[config.mk]
export PLATFORM = sky130hd
export DESIGN_NAME = pio_regblk
export DESIGN_NICKNAME = d
export VERILOG_FILES = /design/src/rtl/pio_pkg.sv /design/src/rtl/pio_port.sv /design/src/rtl/pio_irq.sv /design/src/rtl/pio_regblk.sv
export SDC_FILE = /design/constraint.sdc
export NUM_CORES = 1
export LEC_CHECK = 0
export BUFFER_PORTS_ARGS = -buffer_cell sky130_fd_sc_hd__buf_2
export CAP_MARGIN = 20
export CORE_ASPECT_RATIO = 2
export CORE_MARGIN = 4
export CORE_UTILIZATION = 50
export CTS_CLUSTER_DIAMETER = 30
export DETAILED_ROUTE_END_ITERATION = 7
export PLACE_DENSITY_LB_ADDON = 0.08
export SLEW_MARGIN = 20
export SYNTH_ARGS = -nofsm -noshare
export SYNTH_HDL_FRONTEND = slang
export SYNTH_SLANG_ARGS = --single-unit
[constraint.sdc]
create_clock -name clk -period 2 [get_ports clk]
set_clock_uncertainty 0.2 [all_clocks]
set_input_delay 0.2 -clock clk [delete_from_list [all_inputs] [get_ports clk]]
set_output_delay 0.2 -clock clk [all_outputs]
set_load 0.1 [all_outputs]
[src/rtl/pio_pkg.sv]
package pio_pkg;

    typedef enum logic [3:0] {
        SEL_NONE,
        SEL_OUT_B,
        SEL_OUT_A,
        SEL_DIR_B,
        SEL_DIR_A,
        SEL_CTRL,
        SEL_FLAG,
        SEL_ENA,
        SEL_OUT_A_NH
    } reg_sel_e;

    // Offsets are fixed by the bus map; bit 0 of the port offsets picks A (1) or B (0).
    function automatic reg_sel_e decode_sel(input logic [3:0] offs);
        reg_sel_e s;
        unique case (offs)
            4'h0:    s = SEL_OUT_B;
            4'h1:    s = SEL_OUT_A;
            4'h2:    s = SEL_DIR_B;
            4'h3:    s = SEL_DIR_A;
            4'hC:    s = SEL_CTRL;
            4'hD:    s = SEL_FLAG;
            4'hE:    s = SEL_ENA;
            4'hF:    s = SEL_OUT_A_NH;
            default: s = SEL_NONE;
        endcase
        return s;
    endfunction

endpackage

[src/rtl/pio_port.sv]
module pio_port #(
    parameter int DW = 8
) (
    input  logic          clk,
    input  logic          rst_n,
    input  logic          wr_out,
    input  logic          wr_dir,
    input  logic [DW-1:0] wdata,
    input  logic [DW-1:0] pin_in,
    output logic [DW-1:0] out_q,
    output logic [DW-1:0] dir_q,
    output logic [DW-1:0] rd_val
);

    logic [DW-1:0] pin_q;

    always_ff @(posedge clk or negedge rst_n) begin
        if (!rst_n) begin
            out_q <= {DW{1'b1}};
            dir_q <= '0;
            pin_q <= '0;
        end else begin
            pin_q <= pin_in;
            if (wr_out) out_q <= wdata;
            if (wr_dir) dir_q <= wdata;
        end
    end

    always_comb begin
        rd_val = (out_q & dir_q) | (pin_q & ~dir_q);
    end

    p_out_hold_r2: assert property (@(posedge clk) disable iff (!rst_n)
        !wr_out |=> $stable(out_q));

    p_dir_hold_r2: assert property (@(posedge clk) disable iff (!rst_n)
        !wr_dir |=> $stable(dir_q));

endmodule

[src/rtl/pio_irq.sv]
module pio_irq #(
    parameter int DW = 8
) (
    input  logic          clk,
    input  logic          rst_n,
    input  logic          wr_flag,
    input  logic          wr_ena,
    input  logic [DW-1:0] wdata,
    input  logic [DW-2:0] evt_set,
    output logic [DW-1:0] flag_rd,
    output logic [DW-1:0] ena_rd,
    output logic          irq
);

    localparam int NF = DW - 1;

    logic [NF-1:0] flag_q;
    logic [NF-1:0] ena_q;
    logic [NF-1:0] clr_mask;

    always_comb begin
        clr_mask = wr_flag ? wdata[NF-1:0] : '0;
    end

    always_ff @(posedge clk or negedge rst_n) begin
        if (!rst_n) begin
            flag_q <= '0;
            ena_q  <= '0;
        end else begin
            flag_q <= (flag_q & ~clr_mask) | evt_set;
            if (wr_ena) begin
                if (wdata[DW-1]) ena_q <= ena_q | wdata[NF-1:0];
                else             ena_q <= ena_q & ~wdata[NF-1:0];
            end
        end
    end

    always_comb begin
        irq     = |(flag_q & ena_q);
        flag_rd = {irq, flag_q};
        ena_rd  = {1'b1, ena_q};
    end

    p_set_wins_r7: assert property (@(posedge clk) disable iff (!rst_n)
        (|evt_set) |=> ((flag_q & $past(evt_set)) == $past(evt_set)));

    p_flag_hold_r6: assert property (@(posedge clk) disable iff (!rst_n)
        (evt_set == '0 && !wr_flag) |=> $stable(flag_q));

    p_ena_hold_r8: assert property (@(posedge clk) disable iff (!rst_n)
        !wr_ena |=> $stable(ena_q));

endmodule

[src/rtl/pio_regblk.sv]
module pio_regblk
    import pio_pkg::*;
#(
    parameter int DW = 8,
    parameter int AW = 4
) (
    input  logic          clk,
    input  logic          rst_n,
    input  logic [AW-1:0] bus_addr,
    input  logic [DW-1:0] bus_wdata,
    input  logic          bus_we,
    input  logic          bus_re,
    output logic [DW-1:0] bus_rdata,
    input  logic [DW-1:0] pa_in,
    output logic [DW-1:0] pa_out,
    output logic [DW-1:0] pa_oe,
    input  logic [DW-1:0] pb_in,
    output logic [DW-1:0] pb_out,
    output logic [DW-1:0] pb_oe,
    input  logic [DW-2:0] evt_set,
    output logic          irq
);

    localparam int NPORT  = 2;
    localparam int PORT_B = 0;
    localparam int PORT_A = 1;

    reg_sel_e sel;
    logic [NPORT-1:0]         wr_out;
    logic [NPORT-1:0]         wr_dir;
    logic [NPORT-1:0][DW-1:0] pin_v;
    logic [NPORT-1:0][DW-1:0] out_v;
    logic [NPORT-1:0][DW-1:0] dir_v;
    logic [NPORT-1:0][DW-1:0] rd_v;
    logic [DW-1:0]            ctrl_q;
    logic [DW-1:0]            flag_rd;
    logic [DW-1:0]            ena_rd;
    logic [DW-1:0]            rd_mux;

    assign sel = decode_sel(bus_addr[3:0]);

    always_comb begin
        wr_out[PORT_B] = bus_we && (sel == SEL_OUT_B);
        wr_out[PORT_A] = bus_we && (sel == SEL_OUT_A || sel == SEL_OUT_A_NH);
        wr_dir[PORT_B] = bus_we && (sel == SEL_DIR_B);
        wr_dir[PORT_A] = bus_we && (sel == SEL_DIR_A);
    end

    assign pin_v[PORT_B] = pb_in;
    assign pin_v[PORT_A] = pa_in;

    for (genvar p = 0; p < NPORT; p++) begin : g_port
        pio_port #(.DW(DW)) u_port (
            .clk    (clk),
            .rst_n  (rst_n),
            .wr_out (wr_out[p]),
            .wr_dir (wr_dir[p]),
            .wdata  (bus_wdata),
            .pin_in (pin_v[p]),
            .out_q  (out_v[p]),
            .dir_q  (dir_v[p]),
            .rd_val (rd_v[p])
        );
    end

    assign pb_out = out_v[PORT_B];
    assign pb_oe  = dir_v[PORT_B];
    assign pa_out = out_v[PORT_A];
    assign pa_oe  = dir_v[PORT_A];

    always_ff @(posedge clk or negedge rst_n) begin
        if (!rst_n)                          ctrl_q <= '0;
        else if (bus_we && sel == SEL_CTRL) ctrl_q <= bus_wdata;
    end

    pio_irq #(.DW(DW)) u_irq (
        .clk     (clk),
        .rst_n   (rst_n),
        .wr_flag (bus_we && sel == SEL_FLAG),
        .wr_ena  (bus_we && sel == SEL_ENA),
        .wdata   (bus_wdata),
        .evt_set (evt_set),
        .flag_rd (flag_rd),
        .ena_rd  (ena_rd),
        .irq     (irq)
    );

    always_comb begin
        unique case (sel)
            SEL_OUT_B:    rd_mux = rd_v[PORT_B];
            SEL_OUT_A:    rd_mux = rd_v[PORT_A];
            SEL_OUT_A_NH: rd_mux = rd_v[PORT_A];
            SEL_DIR_B:    rd_mux = dir_v[PORT_B];
            SEL_DIR_A:    rd_mux = dir_v[PORT_A];
            SEL_CTRL:     rd_mux = ctrl_q;
            SEL_FLAG:     rd_mux = flag_rd;
            SEL_ENA:      rd_mux = ena_rd;
            SEL_NONE:     rd_mux = '0;
            default:      rd_mux = '0;
        endcase
    end

    always_ff @(posedge clk or negedge rst_n) begin
        if (!rst_n)      bus_rdata <= '0;
        else if (bus_re) bus_rdata <= rd_mux;
    end

    p_rdata_hold_r11: assert property (@(posedge clk) disable iff (!rst_n)
        !bus_re |=> $stable(bus_rdata));

    p_unused_zero_r10: assert property (@(posedge clk) disable iff (!rst_n)
        (bus_re && bus_addr[3:0] >= 4'h4 && bus_addr[3:0] <= 4'hB) |=> (bus_rdata == '0));

    p_alias_write_r4: assert property (@(posedge clk) disable iff (!rst_n)
        (bus_we && bus_addr[3:0] == 4'hF) |=> (pa_out == $past(bus_wdata)));

    p_mask_off_r9: assert property (@(posedge clk) disable iff (!rst_n)
        (bus_we && bus_addr[3:0] == 4'hE && bus_wdata == {1'b0, {(DW-1){1'b1}}}) |=> !irq);

endmodule

==> impl_metrics.py, run 1 <==
metrics = {
    "hold_path": {
        "min_path_cells": 2,
        "worstHoldPathType": "input port to flop",
        "hp-start": "bus_wdata[5]",
        "whs_endpoint": "g_port[1].u_port.out_q[5]",
    },
    "logic_synthesis": {
        "synth.most_common_cell": "dfrtp_1",
        "synth_area_per_cell_sq_um": 13.8,
        "synthCells": 264,
        "synth_top_area_frac": 0.427,
        "syn-cell-area_sq_um": 3630,
        "yosys_warnings": 0,
        "ys.flop_type": "dfrtp_1",
        "synth_seq_area_share": 0.543,
        "synth-seq-cells": 78,
        "synth_area_leaders": "dfrtp_1 (43%), mux2_2 (15%), dfstp_2 (12%)",
        "yosysTopAreaCell": "dfrtp_1",
        "synthTopCellsByCount": "dfrtp_1 (62), mux2_2 (48), dfstp_2 (16), o21ai_0 (15), inv_1 (9)",
        "synth_cell_types": 48,
        "syn_nets": 305,
        "ys_async_sr_fraction": 1.00,
        "synth-edff-count": 0,
    },
    "sta": {
        "final-hold-violation-count": 0,
        "finalSetupViolations": 1,
        "period_minus_slack_ns": 2.06,
        "fmax_mhz": 484,
        "rsz0062_at_grt": "true",
        "max_slew_margin": 0.672,
        "hold-worst-slack_ns": 0.00705,
        "slew_violations": 0,
        "min_period_over_period": 1.03,
        "worst_slack_ns": -0.0645,
        "tightest_slew_ns": 0.496,
    },
    "critical_path": {
        "crit_path_start_kind": "flop",
        "worstRegToRegCells": 6,
        "r2r_slack_ns": 0.10,
        "path_buf_inv": 2,
        "cp.depth": 4,
        "critical_path_class": "flop to output pin",
        "slowest_delay_ns": 0.44,
        "critPathTopFamily": "compound AO/OA/AOI/OAI gates",
        "crit_required_ns": 1.60,
        "crit_fanout": 3,
        "end_kind": "output pin",
        "worstReg2RegEnd": "bus_rdata[7]",
        "cp_data_arrival_time_ns": 1.66,
        "slowest_stage": "a222oi_1",
        "path_cells": "a222oi_1 > buf_4 > nand3_4 > buf_12",
    },
    "global_route": {
        "grtUsageMet1": 0.313,
        "grt_max_degree": 38,
        "antenna_found_initial": 0,
        "grt_most_used_layer": "met2",
        "overflow": 0,
        "grt_pass1_wl_um": 16400,
        "grt_pass1_vias": 3085,
        "use_met2": 0.427,
        "met3_usage": 0.0507,
        "grt_use_total": 0.260,
    },
    "final_layout": {
        "antennaDiodeCount": 0,
        "area_delta_synth_final_pct": 36.9,
        "postLayoutCoreUtil": 0.711,
        "layout-drive-gt1-share": 0.581,
        "final_net_count": 449,
        "fillerInstances": 522,
    },
    "floorplan": {
        "die_h_um": 129,
        "design.die.area_sq_um": 8770,
        "core-area_sq_um": 6990,
        "rows": 43,
        "pin_count": 80,
        "initial_core_util": 0.519,
        "die_w_um": 68.3,
    },
    "clocking": {
        "insertion_delay_ns": 0.34,
        "cts_sinks": 78,
        "root_buffer": "clkbuf_16",
        "h-tree-depth": 3,
        "cts_max_path_buffers": 2,
        "cts_tree": "built",
        "numCtsBuffers": 9,
        "path_clk_slew_ns": 0.06,
    },
    "power_and_ir_drop": {
        "vdd_drop_max_mv": 1.11,
        "p_total_mw": 6.58,
        "p_leak_nw": 2.22,
        "power.density_nw_per_um2": 1320,
    },
    "placed_design": {
        "portBuffers": 79,
        "dp_hpwl_um": 7330,
        "pre_cts_ws_ns": -0.122,
        "gp_congestion": 0.915,
    },
    "drt": {
        "totalWireLength_um": 10200,
        "drc": 0,
        "via_per_inst": 5.56,
        "drt-initial-drc-count": 165,
        "vias": 2795,
        "detail_route.first_pass.iterations": 4,
        "ant_nets": 0,
        "wl_per_cell_um": 20.3,
    },
    "status": {
        "violations": "negative setup slack",
        "outcome": "complete, but fails checks",
    },
    "job": {
        "drv_cap": 0,
    },
}
==> worst reg2reg max path, cell delays in order (launching register included) <==
cell	delay (ns)
dfrtp_1	0.40
a222oi_1	0.44
buf_4	0.20
nand3_4	0.09
buf_4	0.16
o221ai_1	0.17
a32oi_1	0.12
==> cell families after synthesis <==
| kind of cell | share of synthesized area |
|---|---|
| flops | 0.543 |
| mux | 0.224 |
| compound gates | 0.117 |
| simple gates | 0.0817 |
| buf+inv | 0.0272 |
| fa+ha+maj | 0.00689 |
==> worst max path at each step <==
stage / endpoint
3_3_place_gp: u_irq.flag_q[0]
2_1_floorplan: bus_rdata[7]
5_1_grt: irq
6_report: irq
4_1_cts: irq
3_5_place_dp: g_port[1].u_port.dir_q[4]
==> registers in the layout, indices dropped and copies added, names as in the netlist, named ones only <==
name / flops
bus_rdata: 8
ctrl_q: 8
g_port.u_port.pin_q: 16
g_port.u_port.dir_q: 16
u_irq.flag_q: 7
g_port.u_port.out_q: 16
==> through the flow <==
stage	cell area (sq um)	setup TNS, ns	cells
CTS	4970	-0.0776	503
floorplan	3670	-0.0148	264
finish	4970	-0.0645	503
global placement	4420	-2.37	462
detailed placement	4420	-3.37	462
global route	4970	-0.0842	503
==> layout by cell type, fill, tap and decap left out, types with 2 or more instances in the layout <==
master         instances
buf_2                 77
dfrtp_1               55
mux2_2                48
buf_4                 41
dlygate4sd3_1         24
dfstp_2               16
o21ai_0               15
inv_1                  9
clkbuf_16              9
nand2_1                8
nand2_2                8
o22ai_1                8
a21o_1                 7
mux2_4                 7
nor3b_1                7
mux4_2                 7
o31ai_1                7
a211oi_1               7
dfrtp_2                7
nor2_1                 4
clkinv_2               3
a22oi_1                2
nand3b_1               2
and4_1                 2
o311a_1                2
clkbuf_1               2
buf_12                 2
==> layout make-up <==
cell class	count	area, sq um	area share
Sequential cell	78	1980	0.398
Multi-Input combinational cell	166	1590	0.319
Timing Repair Buffer	144	973	0.196
Clock buffer	11	233	0.0468
Tap cell	90	113	0.0227
Clock inverter	5	52.6	0.0106
Inverter	9	33.8	0.00680
==> where the power goes <==
part	total (mW)	switching [mW]	internal (mW)
combinational	2.74	2.04	0.703
sequential	2.24	0.272	1.97
clock	1.60	0.639	0.960
==> layer usage <==
layer  routed length [um]  part of all wire
met5                    0                 0
met4                  485             0.048
met3                  405             0.040
met2                 5310              0.52
met1                 4000              0.39
==> repair_timing <==
item,in CTS,in global routing
hold buffers,24,0
endpoints found under the hold margin,79,0
setup buffers,1,0
resized for setup,4,0
pin swaps,1,0
endpoints found under the setup margin,1,1
(Power assumes the default switching activity.)
==> run 2: changes to the inputs <==
BUFFER_PORTS_ARGS = -buffer_cell sky130_fd_sc_hd__buf_4   (was -buffer_cell sky130_fd_sc_hd__buf_2)
CELL_PAD_IN_SITES_DETAIL_PLACEMENT = 0   (was unset)
CELL_PAD_IN_SITES_GLOBAL_PLACEMENT = 1   (was unset)
CORE_UTILIZATION = 44   (was 50)
SKIP_CTS_REPAIR_TIMING = 1   (was unset)
==> impl_metrics.py, run 2 (synthesis gave the netlist of run 1 again) <==
metrics = {
    "global_route": {
        "antenna_found_initial": 0,
        "grt_pass1_wl_um": 15900,
        "grt_use_total": 0.220,
        "overflow": 0,
        "grt_max_degree": 34,
        "grt_pass1_vias": 2988,
    },
    "drt": {
        "drt-initial-drc-count": 170,
        "drc": 0,
        "ant_nets": 0,
        "detail_route.first_pass.iterations": 4,
        "vias": 2820,
        "totalWireLength_um": 9960,
        "wl_per_cell_um": 19.5,
        "via_per_inst": 5.53,
    },
    "final_layout": {
        "fillerInstances": 659,
        "multi_input_area_sq_um": 1590,
        "antennaDiodeCount": 0,
        "fin_cells": 510,
        "final_net_count": 450,
        "final_common_cell": "buf_4",
        "area_delta_synth_final_pct": 44.6,
        "reg_top3": "g_port.u_port.dir_q: 16 flops, g_port.u_port.out_q: 16 flops, g_port.u_port.pin_q: 16 flops",
        "layout-drive-gt1-share": 0.565,
        "final_cell_mix": "buf_4 (110), dfrtp_1 (55), mux2_2 (48)",
        "seq_area_sq_um": 1980,
    },
    "clocking": {
        "root_buffer": "clkbuf_16",
        "numCtsBuffers": 9,
        "cts_sinks": 78,
        "path_clk_slew_ns": 0.06,
        "insertion_delay_ns": 0.33,
        "h-tree-depth": 3,
        "cts_max_path_buffers": 2,
        "cts_tree": "built",
    },
    "floorplan": {
        "design.die.area_sq_um": 9860,
        "core-area_sq_um": 8000,
        "initial_core_util": 0.454,
        "rows": 46,
        "die_w_um": 72.2,
        "die_h_um": 136,
        "pin_count": 80,
    },
    "placed_design": {
        "gp_congestion": 0.799,
        "portBuffers": 79,
        "dp_cells": 460,
        "dp_hpwl_um": 7380,
    },
    "sta": {
        "final-hold-violation-count": 0,
        "tightest_slew_ns": 0.623,
        "min_period_over_period": 1.01,
        "slew_violations": 0,
        "tns_ns": -0.0237,
        "finalSetupViolations": 1,
        "rsz0062_at_grt": "true",
        "fmax_mhz": 494,
        "period_minus_slack_ns": 2.02,
        "max_slew_margin": 0.584,
        "worst_slack_ns": -0.0237,
    },
    "power_and_ir_drop": {
        "p_leak_nw": 2.29,
        "switching_power_mw": 2.93,
        "seq_power_share": 0.323,
        "vdd_drop_max_mv": 1.15,
        "p_int_mw": 3.97,
        "swShare": 0.425,
        "p_comb_frac": 0.423,
        "power.density_nw_per_um2": 1310,
        "clkPwrFrac": 0.254,
    },
    "critical_path": {
        "end_kind": "output pin",
        "critical_path_class": "flop to output pin",
        "path_cells": "a222oi_1 > buf_4 > nand3_4 > buf_12",
        "worstRegToRegCells": 6,
        "cp_data_arrival_time_ns": 1.62,
        "critPathTopFamily": "compound AO/OA/AOI/OAI gates",
        "slowest_delay_ns": 0.43,
        "r2r_slack_ns": 0.13,
        "path_buf_inv": 2,
        "crit_required_ns": 1.60,
        "crit_path_start_kind": "flop",
        "worstReg2RegEnd": "bus_rdata[7]",
        "slowest_stage": "a222oi_1",
        "crit_fanout": 3,
    },
    "status": {
        "outcome": "complete, but fails checks",
        "violations": "negative setup slack",
    },
    "hold_path": {
        "hp-start": "bus_wdata[7]",
        "whs_endpoint": "g_port[1].u_port.dir_q[7]",
        "worstHoldPathType": "input port to flop",
        "min_path_cells": 2,
    },
    "job": {
        "drv_cap": 0,
    },
}
==> run 2: cell count changes in the layout (fill, tap and decap cells not counted), sizes merged <==
cell,previous run,this run
clkinv,3,1
inv,9,10
dlygate4sd3,24,32
buf,120,113
bufinv,1,2
==> run 2: final cells by class <==
type	instances	share of cell area
clock inverter	5	0.0155
multi-input combinational	166	0.302
tap	96	0.0229
sequential	78	0.377
timing repair buffer	145	0.230
inverter	9	0.00643
clock buffer	11	0.0462
==> run 2: worst max path at each step <==
stage	from	endpoint	slack [ns]	cells past startpoint
after global placement	bus_addr[0]	g_port[1].u_port.out_q[3]	-0.18	7
after CTS	flop	irq	-0.07	4
final	flop	irq	-0.02	4
after detailed placement	bus_addr[0]	g_port[1].u_port.out_q[1]	-0.19	7
after floorplan	g_port[1].u_port.dir_q[7]	bus_rdata[7]	-0.008	5
after global routing	flop	irq	-0.05	4
==> run 2: power groups by stage <==
stage	clock network, mW	registers (mW)	logic (mW)
floorplan	0	3.73	0.635
global placement	0	2.25	2.82
detailed placement	0	2.26	2.84
CTS	1.79	2.23	2.85
global route	1.86	2.27	3.03
finish	1.75	2.23	2.92
==> run 2: worst register-to-register path: cells and delay by family (launching register included) <==
kind / cells / cell delay, ns
buf+inv: 2 / 0.34
flops: 1 / 0.40
simple gates: 1 / 0.07
compound gates: 3 / 0.72
==> run 2: metal layers <==
metal	vias to the layer above	GRT usage	wire length, um
met2	69	0.401	5730
li1	1281	-	-
met4	0	0.106	239
met5	-	0	0
met1	1450	0.244	3620
met3	20	0.0289	373
==> run 2: metrics by stage <==
stage               setup WS, ns  area (sq um)  power (mW)   util  hold slack [ns]
floorplan               -0.00816          3670        4.37      -           -0.296
global placement          -0.177          4580        5.07  0.572          -0.0241
detailed placement        -0.193          4580        5.10  0.572          -0.0212
CTS                      -0.0726          4900        6.87  0.613           -0.377
global route             -0.0522          5250        7.16  0.656           0.0293
finish                   -0.0237          5250        6.90  0.656           0.0293
